[src/rtl/ata_pio_pkg.sv]
package ata_pio_pkg;
  localparam int WORD_W   = 32;

  // field layout of the timing word (decoded by the phase counter)
  localparam int HI_W     = 4;
  localparam int LO_W     = 5;
  localparam int PRE_W    = 3;
  localparam int DAT_HI_L = 0;
  localparam int DAT_LO_L = 4;
  localparam int TF_HI_L  = 9;
  localparam int TF_LO_L  = 13;
  localparam int DAT_PRE_L = 22;
  localparam int TF_PRE_L  = 25;
  localparam int FIFO_BIT  = 31;

  typedef enum logic [1:0] {
    PH_IDLE    = 2'd0,
    PH_SETUP   = 2'd1,
    PH_ACTIVE  = 2'd2,
    PH_RECOVER = 2'd3
  } phase_t;

  // strobes from the control to the datapath
  typedef struct packed {
    logic capture;
    logic loadSetup;
    logic loadActive;
    logic loadRecover;
  } dpCtrl_t;
endpackage

[src/rtl/ata_pio_dp.sv]
module ata_pio_dp
  import ata_pio_pkg::*;
#(
  parameter int CNT_W = 5
) (
  input  logic              clk,
  input  logic              rst,
  input  logic              cfgWrEn,
  input  logic              cfgIsDma,
  input  logic [WORD_W-1:0] cfgWord,
  input  logic              reqTaskFile,
  input  logic              reqWrite,
  input  dpCtrl_t           ctl,
  output logic              cntZero,
  output logic              xferWrite,
  output logic [WORD_W-1:0] cfgOut
);
  localparam logic [WORD_W-1:0] FIFO_MASK = WORD_W'(1) << FIFO_BIT;
  localparam int NKIND = 2;

  logic [WORD_W-1:0] cfgReg;
  logic [WORD_W-1:0] snapWord;
  logic              snapTask;
  logic              snapWrite;
  logic [CNT_W-1:0]  cnt;

  logic [WORD_W-1:0] srcWord;
  logic              srcTask;
  logic [CNT_W-1:0]  preVal [NKIND];
  logic [CNT_W-1:0]  loVal  [NKIND];
  logic [CNT_W-1:0]  hiVal  [NKIND];
  logic [CNT_W-1:0]  preSel, loSel, hiSel;

  // stored timing word, FIFO bit follows the mode of the load
  always_ff @(posedge clk) begin
    if (rst)
      cfgReg <= '0;
    else if (cfgWrEn)
      cfgReg <= (cfgWord & ~FIFO_MASK) | (cfgIsDma ? FIFO_MASK : '0);
  end

  // per-transfer snapshot
  always_ff @(posedge clk) begin
    if (rst) begin
      snapWord  <= '0;
      snapTask  <= 1'b0;
      snapWrite <= 1'b0;
    end else if (ctl.capture) begin
      snapWord  <= cfgReg;
      snapTask  <= reqTaskFile;
      snapWrite <= reqWrite;
    end
  end

  assign srcWord = ctl.capture ? cfgReg : snapWord;
  assign srcTask = ctl.capture ? reqTaskFile : snapTask;

  // field decode for the two access kinds: 0 = data, 1 = task file
  for (genvar k = 0; k < NKIND; k++) begin : g_kind
    localparam int PRE_L = (k == 0) ? DAT_PRE_L : TF_PRE_L;
    localparam int LO_L  = (k == 0) ? DAT_LO_L  : TF_LO_L;
    localparam int HI_L  = (k == 0) ? DAT_HI_L  : TF_HI_L;
    assign preVal[k] = CNT_W'(srcWord[PRE_L +: PRE_W]);
    assign loVal[k]  = CNT_W'(srcWord[LO_L  +: LO_W]);
    assign hiVal[k]  = CNT_W'(srcWord[HI_L  +: HI_W]);
  end

  assign preSel = preVal[srcTask];
  assign loSel  = loVal[srcTask];
  assign hiSel  = hiVal[srcTask];

  // phase counter: loaded with field value, runs down to zero
  always_ff @(posedge clk) begin
    if (rst)
      cnt <= '0;
    else if (ctl.loadSetup)
      cnt <= preSel;
    else if (ctl.loadActive)
      cnt <= loSel;
    else if (ctl.loadRecover)
      cnt <= hiSel;
    else if (cnt != '0)
      cnt <= cnt - CNT_W'(1);
  end

  assign cntZero   = (cnt == '0);
  assign xferWrite = snapWrite;
  assign cfgOut    = cfgReg;
endmodule

[src/rtl/ata_pio_ctrl.sv]
module ata_pio_ctrl
  import ata_pio_pkg::*;
(
  input  logic    clk,
  input  logic    rst,
  input  logic    reqValid,
  input  logic    cntZero,
  input  logic    xferWrite,
  output dpCtrl_t ctl,
  output logic    rdStrobeN,
  output logic    wrStrobeN,
  output logic    busy,
  output logic    done
);
  phase_t phase, phaseNext;

  always_ff @(posedge clk) begin
    if (rst) phase <= PH_IDLE;
    else     phase <= phaseNext;
  end

  always_comb begin
    phaseNext = phase;
    ctl       = '0;
    unique case (phase)
      PH_IDLE: begin
        if (reqValid) begin
          ctl.capture   = 1'b1;
          ctl.loadSetup = 1'b1;
          phaseNext     = PH_SETUP;
        end
      end
      PH_SETUP: begin
        if (cntZero) begin
          ctl.loadActive = 1'b1;
          phaseNext      = PH_ACTIVE;
        end
      end
      PH_ACTIVE: begin
        if (cntZero) begin
          ctl.loadRecover = 1'b1;
          phaseNext       = PH_RECOVER;
        end
      end
      PH_RECOVER: begin
        if (cntZero) begin
          if (reqValid) begin
            ctl.capture    = 1'b1;
            ctl.loadActive = 1'b1;
            phaseNext      = PH_ACTIVE;
          end else begin
            phaseNext = PH_IDLE;
          end
        end
      end
      default: phaseNext = PH_IDLE;
    endcase
  end

  assign rdStrobeN = !((phase == PH_ACTIVE) && !xferWrite);
  assign wrStrobeN = !((phase == PH_ACTIVE) &&  xferWrite);
  assign busy      = (phase != PH_IDLE);
  assign done      = (phase == PH_RECOVER) && cntZero;
endmodule

[src/rtl/ata_pio_strobe.sv]
module ata_pio_strobe #(
  parameter int CNT_W = 5
) (
  input  logic        clk,
  input  logic        rst,
  input  logic        cfgWrEn,
  input  logic        cfgIsDma,
  input  logic [31:0] cfgWord,
  input  logic        reqValid,
  input  logic        reqTaskFile,
  input  logic        reqWrite,
  output logic        rdStrobeN,
  output logic        wrStrobeN,
  output logic        busy,
  output logic        done,
  output logic [31:0] cfgOut
);
  import ata_pio_pkg::*;

  dpCtrl_t ctl;
  logic    cntZero;
  logic    xferWrite;

  ata_pio_ctrl u_ctrl (
    .clk       (clk),
    .rst       (rst),
    .reqValid  (reqValid),
    .cntZero   (cntZero),
    .xferWrite (xferWrite),
    .ctl       (ctl),
    .rdStrobeN (rdStrobeN),
    .wrStrobeN (wrStrobeN),
    .busy      (busy),
    .done      (done)
  );

  ata_pio_dp #(.CNT_W(CNT_W)) u_dp (
    .clk         (clk),
    .rst         (rst),
    .cfgWrEn     (cfgWrEn),
    .cfgIsDma    (cfgIsDma),
    .cfgWord     (cfgWord),
    .reqTaskFile (reqTaskFile),
    .reqWrite    (reqWrite),
    .ctl         (ctl),
    .cntZero     (cntZero),
    .xferWrite   (xferWrite),
    .cfgOut      (cfgOut)
  );
endmodule

[config.mk]
export PLATFORM = sky130hd
export DESIGN_NAME = ata_pio_strobe
export DESIGN_NICKNAME = d
export VERILOG_FILES = /design/src/rtl/ata_pio_pkg.sv /design/src/rtl/ata_pio_dp.sv /design/src/rtl/ata_pio_ctrl.sv /design/src/rtl/ata_pio_strobe.sv
export SDC_FILE = /design/constraint.sdc
export NUM_CORES = 1
export LEC_CHECK = 0
export CAP_MARGIN = 15
export CELL_PAD_IN_SITES_DETAIL_PLACEMENT = 0
export CELL_PAD_IN_SITES_GLOBAL_PLACEMENT = 1
export CORE_UTILIZATION = 39
export CTS_BUF_LIST = sky130_fd_sc_hd__clkbuf_16
export CTS_CLUSTER_SIZE = 16
export DETAILED_ROUTE_END_ITERATION = 6
export DONT_BUFFER_PORTS = 1
export PLACE_DENSITY_LB_ADDON = 0.1
export SLEW_MARGIN = 10
export SYNTH_ARGS = -nofsm -noshare
export SYNTH_HDL_FRONTEND = slang
export SYNTH_SLANG_ARGS = --single-unit
[constraint.sdc]
create_clock -name clk -period 2.74 [get_ports clk]
set_clock_uncertainty 0.2 [all_clocks]
set_input_delay 0 -clock clk [delete_from_list [all_inputs] [get_ports clk]]
set_output_delay 0 -clock clk [all_outputs]
set_load 0.02 [all_outputs]
After elaboration in Yosys (flattened, before gate mapping). Index checks and enable logic that the tools add are counted. Widths: inputs -> output; s select.

Order comparisons: 1. Divide/modulo/power cells: 0. Eq/ne operators: 7. Reductions and logical operators: 12. Shift-type cells: 0. Bitwise operators: 2. Muxes and demuxes: 30. $add $sub $neg: 1. $mul: 0.

Operators by type and width (number): $mux 5 (11); $mux 32 (1); $or 31x32->32 (1); $mux 28 (1); $mux 2 (6); $pmux 2 s4 (1); $mux 1 (6); $ne 2x1->1 const B (3); $logic_not 5->1 (1); $reduce_bool 5->1 (1); $sub 5x1->5 const B (1); $eq 2x2->1 const B (2); $mux 4 (1); $pmux 1 s2 (2); $reduce_and 4->1 (1); $reduce_bool 4->1 (1); $logic_and 1x1->1 (3); $logic_not 1->1 (3); $mux 3 (1); $eq 2x1->1 const B (1); $ge 2x2->1 const B (1); $logic_not 2->1 (1); $ne 2x2->1 const B (1); $not 1->2 (1); $reduce_bool 2->1 (1).

Memories: 0. ROM bits: 0. Bits in latches: 0. Output and inout port bits: 36. Bits in registers: 69. RAM bits: 0.

Longest topological paths before layout.
Depth in word-level cells: 11. Gate-level depth with buffers: 9. Depth with buffers taken out: 7.

Modules after synthesis. A second synthesis with hierarchy kept.

Cells, all modules: 302. Area total of the unflattened synthesis: 2989.1 um2.

Modules (own cells, without submodules): ata_pio_dp (seq. area each 1261.2 um2, cells an instance 272, area an instance 2732.6 um2, instances 1); ata_pio_ctrl (seq. area each 40.0 um2, cells an instance 30, area an instance 256.5 um2, instances 1).

Least setup slack after synthesis. No wires, ideal clock.

Path kind: register to register. Start: register u_ctrl.phase[0]. End: register u_dp.cnt[1]. Data required time: 2.404 ns. Path buffers: 1. Cell stages (with the launch flop): 9. Setup time: 0.136 ns. Clock period less this slack: 2.154 ns. Arrival: 1.817 ns. Setup slack: 0.586 ns. Cells stage by stage: dfxtp_1 inv_1 ha_1 and3b_1 a21o_2 buf_6 or3_1 o311ai_0 a211oi_1.

Longest elaborated chain between the ends: 10.

RTL lines: start, declared (RTL line ata_pio_ctrl.sv:15) `phase_t phase, phaseNext;`; start signal, assigned (RTL line ata_pio_ctrl.sv:19) `else phase <= phaseNext;`; $eq 2x2->1 / $logic_not 2->1 (equally long branches) (RTL line ata_pio_ctrl.sv:25) `unique case (phase)`; $pmux 1 s2 (RTL line ata_pio_ctrl.sv:25); $mux 1 (RTL line ata_pio_dp.sv:56) `assign srcTask = ctl.capture ? reqTaskFile : snapTask;`; $not 1->2 (not written as such) (RTL line ata_pio_dp.sv:68, ata_pio_dp.sv:69, ata_pio_dp.sv:70); $mux 4 (not written as such) (RTL line ata_pio_dp.sv:70) `assign hiSel = hiVal[srcTask];`; $mux 5 (not written as such) (2 in series) (RTL line ata_pio_dp.sv:70); $mux 5 (RTL line ata_pio_dp.sv:80) `else if (ctl.loadRecover)`; $mux 5 (RTL line ata_pio_dp.sv:78) `else if (ctl.loadActive)`; $mux 5 (RTL line ata_pio_dp.sv:76) `else if (ctl.loadSetup)`; end signal, assigned (RTL line ata_pio_dp.sv:77) `cnt <= preSel;`; end signal, assigned (RTL line ata_pio_dp.sv:79) `cnt <= loSel;`; end signal, assigned (RTL line ata_pio_dp.sv:81) `cnt <= hiSel;`; end, declared (RTL line ata_pio_dp.sv:25) `logic [CNT_W-1:0] cnt;`.

Parallel ways exist; a longest one is shown, timed or not. The select of a mux whose other input is x is not followed. A chain may end at the register's enable or synchronous reset.

Worst setup path after layout.
Start: register u_ctrl.phase[0]. End: register u_dp.snapWrite, in the netlist u_dp.xferWrite.

Longest elaborated chain between the ends: 2.

RTL lines: $eq 2x2->1 / $logic_not 2->1 (equally long branches) (RTL line ata_pio_ctrl.sv:25); $pmux 1 s2 * (RTL line ata_pio_ctrl.sv:25); end signal, assigned (RTL line ata_pio_dp.sv:51) `snapWrite <= reqWrite;`; end, declared (RTL line ata_pio_dp.sv:24) `logic snapWrite;`.

Every way passes the cells marked *; elsewhere a longest branch is shown, timed or not.

==> run metrics <==
status finished with violations; failing checks negative hold slack; reg2reg setup slack 0.16 ns; fin cells 503; Iter 0 DRT Violations 92; fin worst setup slack 0.1561 ns; Syn. warnings 0; Hold Path Stages 4; slew margin rel. 61.04%; initial antenna violation count 0; worst-case reg-to-reg path depth 7; synthesized instance count about 340; crit path DAT roughly 2.7 ns; syn_area_per_cell 8.960 sq um; Final ANT Viol Nets 0; Layout area overhead 35.18%; EDFF count, synth 0; Yosys top cell area share a little over two fifths; fin. max-slew vios 0; slowest library cell on the worst path dlygate4sd3_1; insertion delay to the later sink of the worst-skew pair 0.33 ns; fillcell total a little under 700; Sink Count 65; post-CTS setup buffers 0; CP Data Required Time 2.81 ns; IO Pins 75; gr usage total 20.17%; sequential element share of the synthesized area 43.35%; final setup violation count 0; ys async rst share 0%; Hold Crit Start reqTaskFile; Post-Syn Area approximately 3000 sq um; fraction of layout cells with a size suffix above 1 between 7 and 8%; Residual DRC 0; CP Launch Type flop; HP Class in2reg; Die Width 89.73 um; reg-to-reg critical path endpoint u_dp.xferWrite$_SDFFE_PP0N_; FP Rows 31; vias in the first global route 2533; Cell Pwr Density between 800 and 900 nW/um^2; DRT Pass-1 Iters 4; Placed Instance Area 3045 sq um; Min Hold Slack -0.008460 ns; Worst setup EP type flop; first-pass GRT wire length 12.88 mm; die area 8051 sq um; crit-path max cell delay 0.55 ns; ys flop type dfxtp_1; met1 global-route usage 25.83%; fin util 55.35%; Synth area leaders dfxtp_1 43%, mux2i_1 17%, nand2_1 7.4%; commonest cells in the synthesized netlist 65 x dfxtp_1, 59 x nand2_1, 50 x mux2i_1, 40 x nor2_1, 34 x a21oi_1; Synth area leader dfxtp_1; Top Usage Layer GRT met2; Power Total 3.510 mW; initial core utilization around two fifths; number of port buffers 0; drt wl/cell 15.14 um; Setup TNS Final 0 ns; final wirelength roughly 7.6 mm; GP Congestion between 0.7 and 0.8; antenna cells 0; worst path cell trace inv_1 -> ha_1 -> and3b_1 -> a21oi_2 -> nand2_1 -> a21oi_1 -> dlygate4sd3_1; crit path buf inv count 2; Hold EP u_dp.cnt[1]$_SDFFE_PP0P_; Setup WS pre-CTS 0.2605 ns; Max-cap violations 0; fin crit period 2.584 ns; #FFs+latches synth 65; unrepaired setup endpoints after global routing no; Die Ht 89.73 um; fmax 387.0 MHz; cell family with most CP delay buffers and inverters; most common cell in the synthesized netlist dfxtp_1; maximum fanout along the worst path 7; crit share post-route 94.30%; Pleak 1.590 nW; Setup CP Type reg2reg; GRT Residual Overflow 0; Reg-to-Reg Start u_ctrl.phase[0]$_SDFFE_PP0P_; pin count of the biggest net entering global routing 66; endpoints failing hold 1; Net Count, Synth 381; hpwl dp 4.428 mm; H-tree levels 3; Core ar. 7331 sq um; Vias/cell 5.062; placed insts 417; worst setup path startpoint u_ctrl.phase[0]$_SDFFE_PP0P_; worst slew pin tran between 0.5 and 0.6 ns; clock-pin slew on the worst setup and hold paths roughly 0.05 ns; # nets final 445; CTS Root Cell clkbuf_16; CTS tree done; Bufs on Longest Clock Path 2; worst-case vdd ir drop approximately 370 uV; met2 GRT Util 32.18%; M3 GR Usage 6.514%; via count 2546; Cell variety after synth 41; clock buffer count from CTS 9; Final Cell Area about 4100 sq um
==> layout by cell type (no fill, tap or decap), drive strengths merged, types with 2 or more instances in the layout <==
cell type | netlist | layout
dlygate4sd3 | 0 | 69
buf | 14 | 7
inv | 8 | 9
nand2 | 59 | 59
dfxtp | 65 | 65
and3b | 2 | 2
ha | 7 | 7
xor2 | 2 | 2
o21ai | 3 | 3
nand3 | 2 | 2
nor4b | 4 | 4
o311ai | 3 | 3
nor3 | 5 | 5
o22ai | 3 | 3
clkinv | 0 | 4
a21oi | 34 | 34
clkbuf | 9 | 9
a211oi | 7 | 7
nor2b | 2 | 2
mux2i | 50 | 50
nand2b | 4 | 4
nor2 | 40 | 40
==> routing by layer <==
layer  wire length, um  vias to the layer above  share of wire (%)
li1                  -                     1278                  -
met1              3545                     1209                 47
met2              3608                       52                 47
met3               366                        7                4.8
met4                96                        0                1.3
met5                 0                        -                  0
==> final cells by class <==
class / instances / area (sq um) / area share (%)
inverter: 8 / 30.03 / 0.7401
multi-input combinational: 239 / 1539 / 37.93
timing repair buffer: 76 / 775.7 / 19.12
tap: 99 / 123.9 / 3.053
clock inverter: 7 / 62.56 / 1.542
clock buffer: 9 / 225.2 / 5.550
sequential: 65 / 1301 / 32.07
==> power by group <==
part	internal, mW	switching (mW)	total (mW)	leakage (nW)
clock	0.693	0.411	1.10	0.142
sequential	1.06	0.136	1.19	0.533
combinational	0.541	0.673	1.21	0.915
total	2.29	1.22	3.51	1.59
==> state kept, by name, indices dropped and copies added, names as in the netlist <==
name and flops:
u_ctrl.phase 2, u_dp.cfgOut 32, u_dp.cnt 5, u_dp.snapTask 1, u_dp.snapWord 24, u_dp.xferWrite 1
==> cell families (layout without fill, tap and decap cells) <==
logic type / Yosys count / count (layout) / share of synthesized area (%)
adder cells (fa/ha/maj): 7 / 7 / 2.918
flip-flops: 65 / 65 / 43.35
XOR/XNOR: 2 / 2 / 0.5837
AND/OR/NAND/NOR: 124 / 124 / 19.09
AO/OA/AOI/OAI: 56 / 56 / 11.67
buffers and inverters: 31 / 100 / 5.711
multiplexers: 50 / 50 / 16.67
==> worst max path at each step <==
stage / end / slack [ns] / depth (start not counted)
4_1_cts: u_dp.xferWrite$_SDFFE_PP0N_ / 0.16 / 7
6_report: u_dp.xferWrite$_SDFFE_PP0N_ / 0.16 / 7
3_5_place_dp: u_dp.cnt[2]$_SDFFE_PP0P_ / 0.26 / 7
3_3_place_gp: u_dp.cnt[2]$_SDFFE_PP0P_ / 0.33 / 7
5_1_grt: u_dp.xferWrite$_SDFFE_PP0N_ / 0.004 / 7
2_1_floorplan: u_dp.cnt[1]$_SDFFE_PP0P_ / 0.59 / 8
==> worst reg2reg max path, delay by kind of cell, from the launching register on <==
kind,cells,cell delay [ns]
adder cells (fa/ha/maj),1,0.41
buffers and inverters,2,0.65
AO/OA/AOI/OAI,2,0.50
AND/OR/NAND/NOR,2,0.36
flip-flops,1,0.40
==> what timing repair did <==
action                                  in CTS  in global routing
endpoints found under the setup margin       0                  2
hold buffers                                70                  0
endpoints found under the hold margin       65                  0
resized for setup                            0                  1
Power figures use the tool's default switching activity.
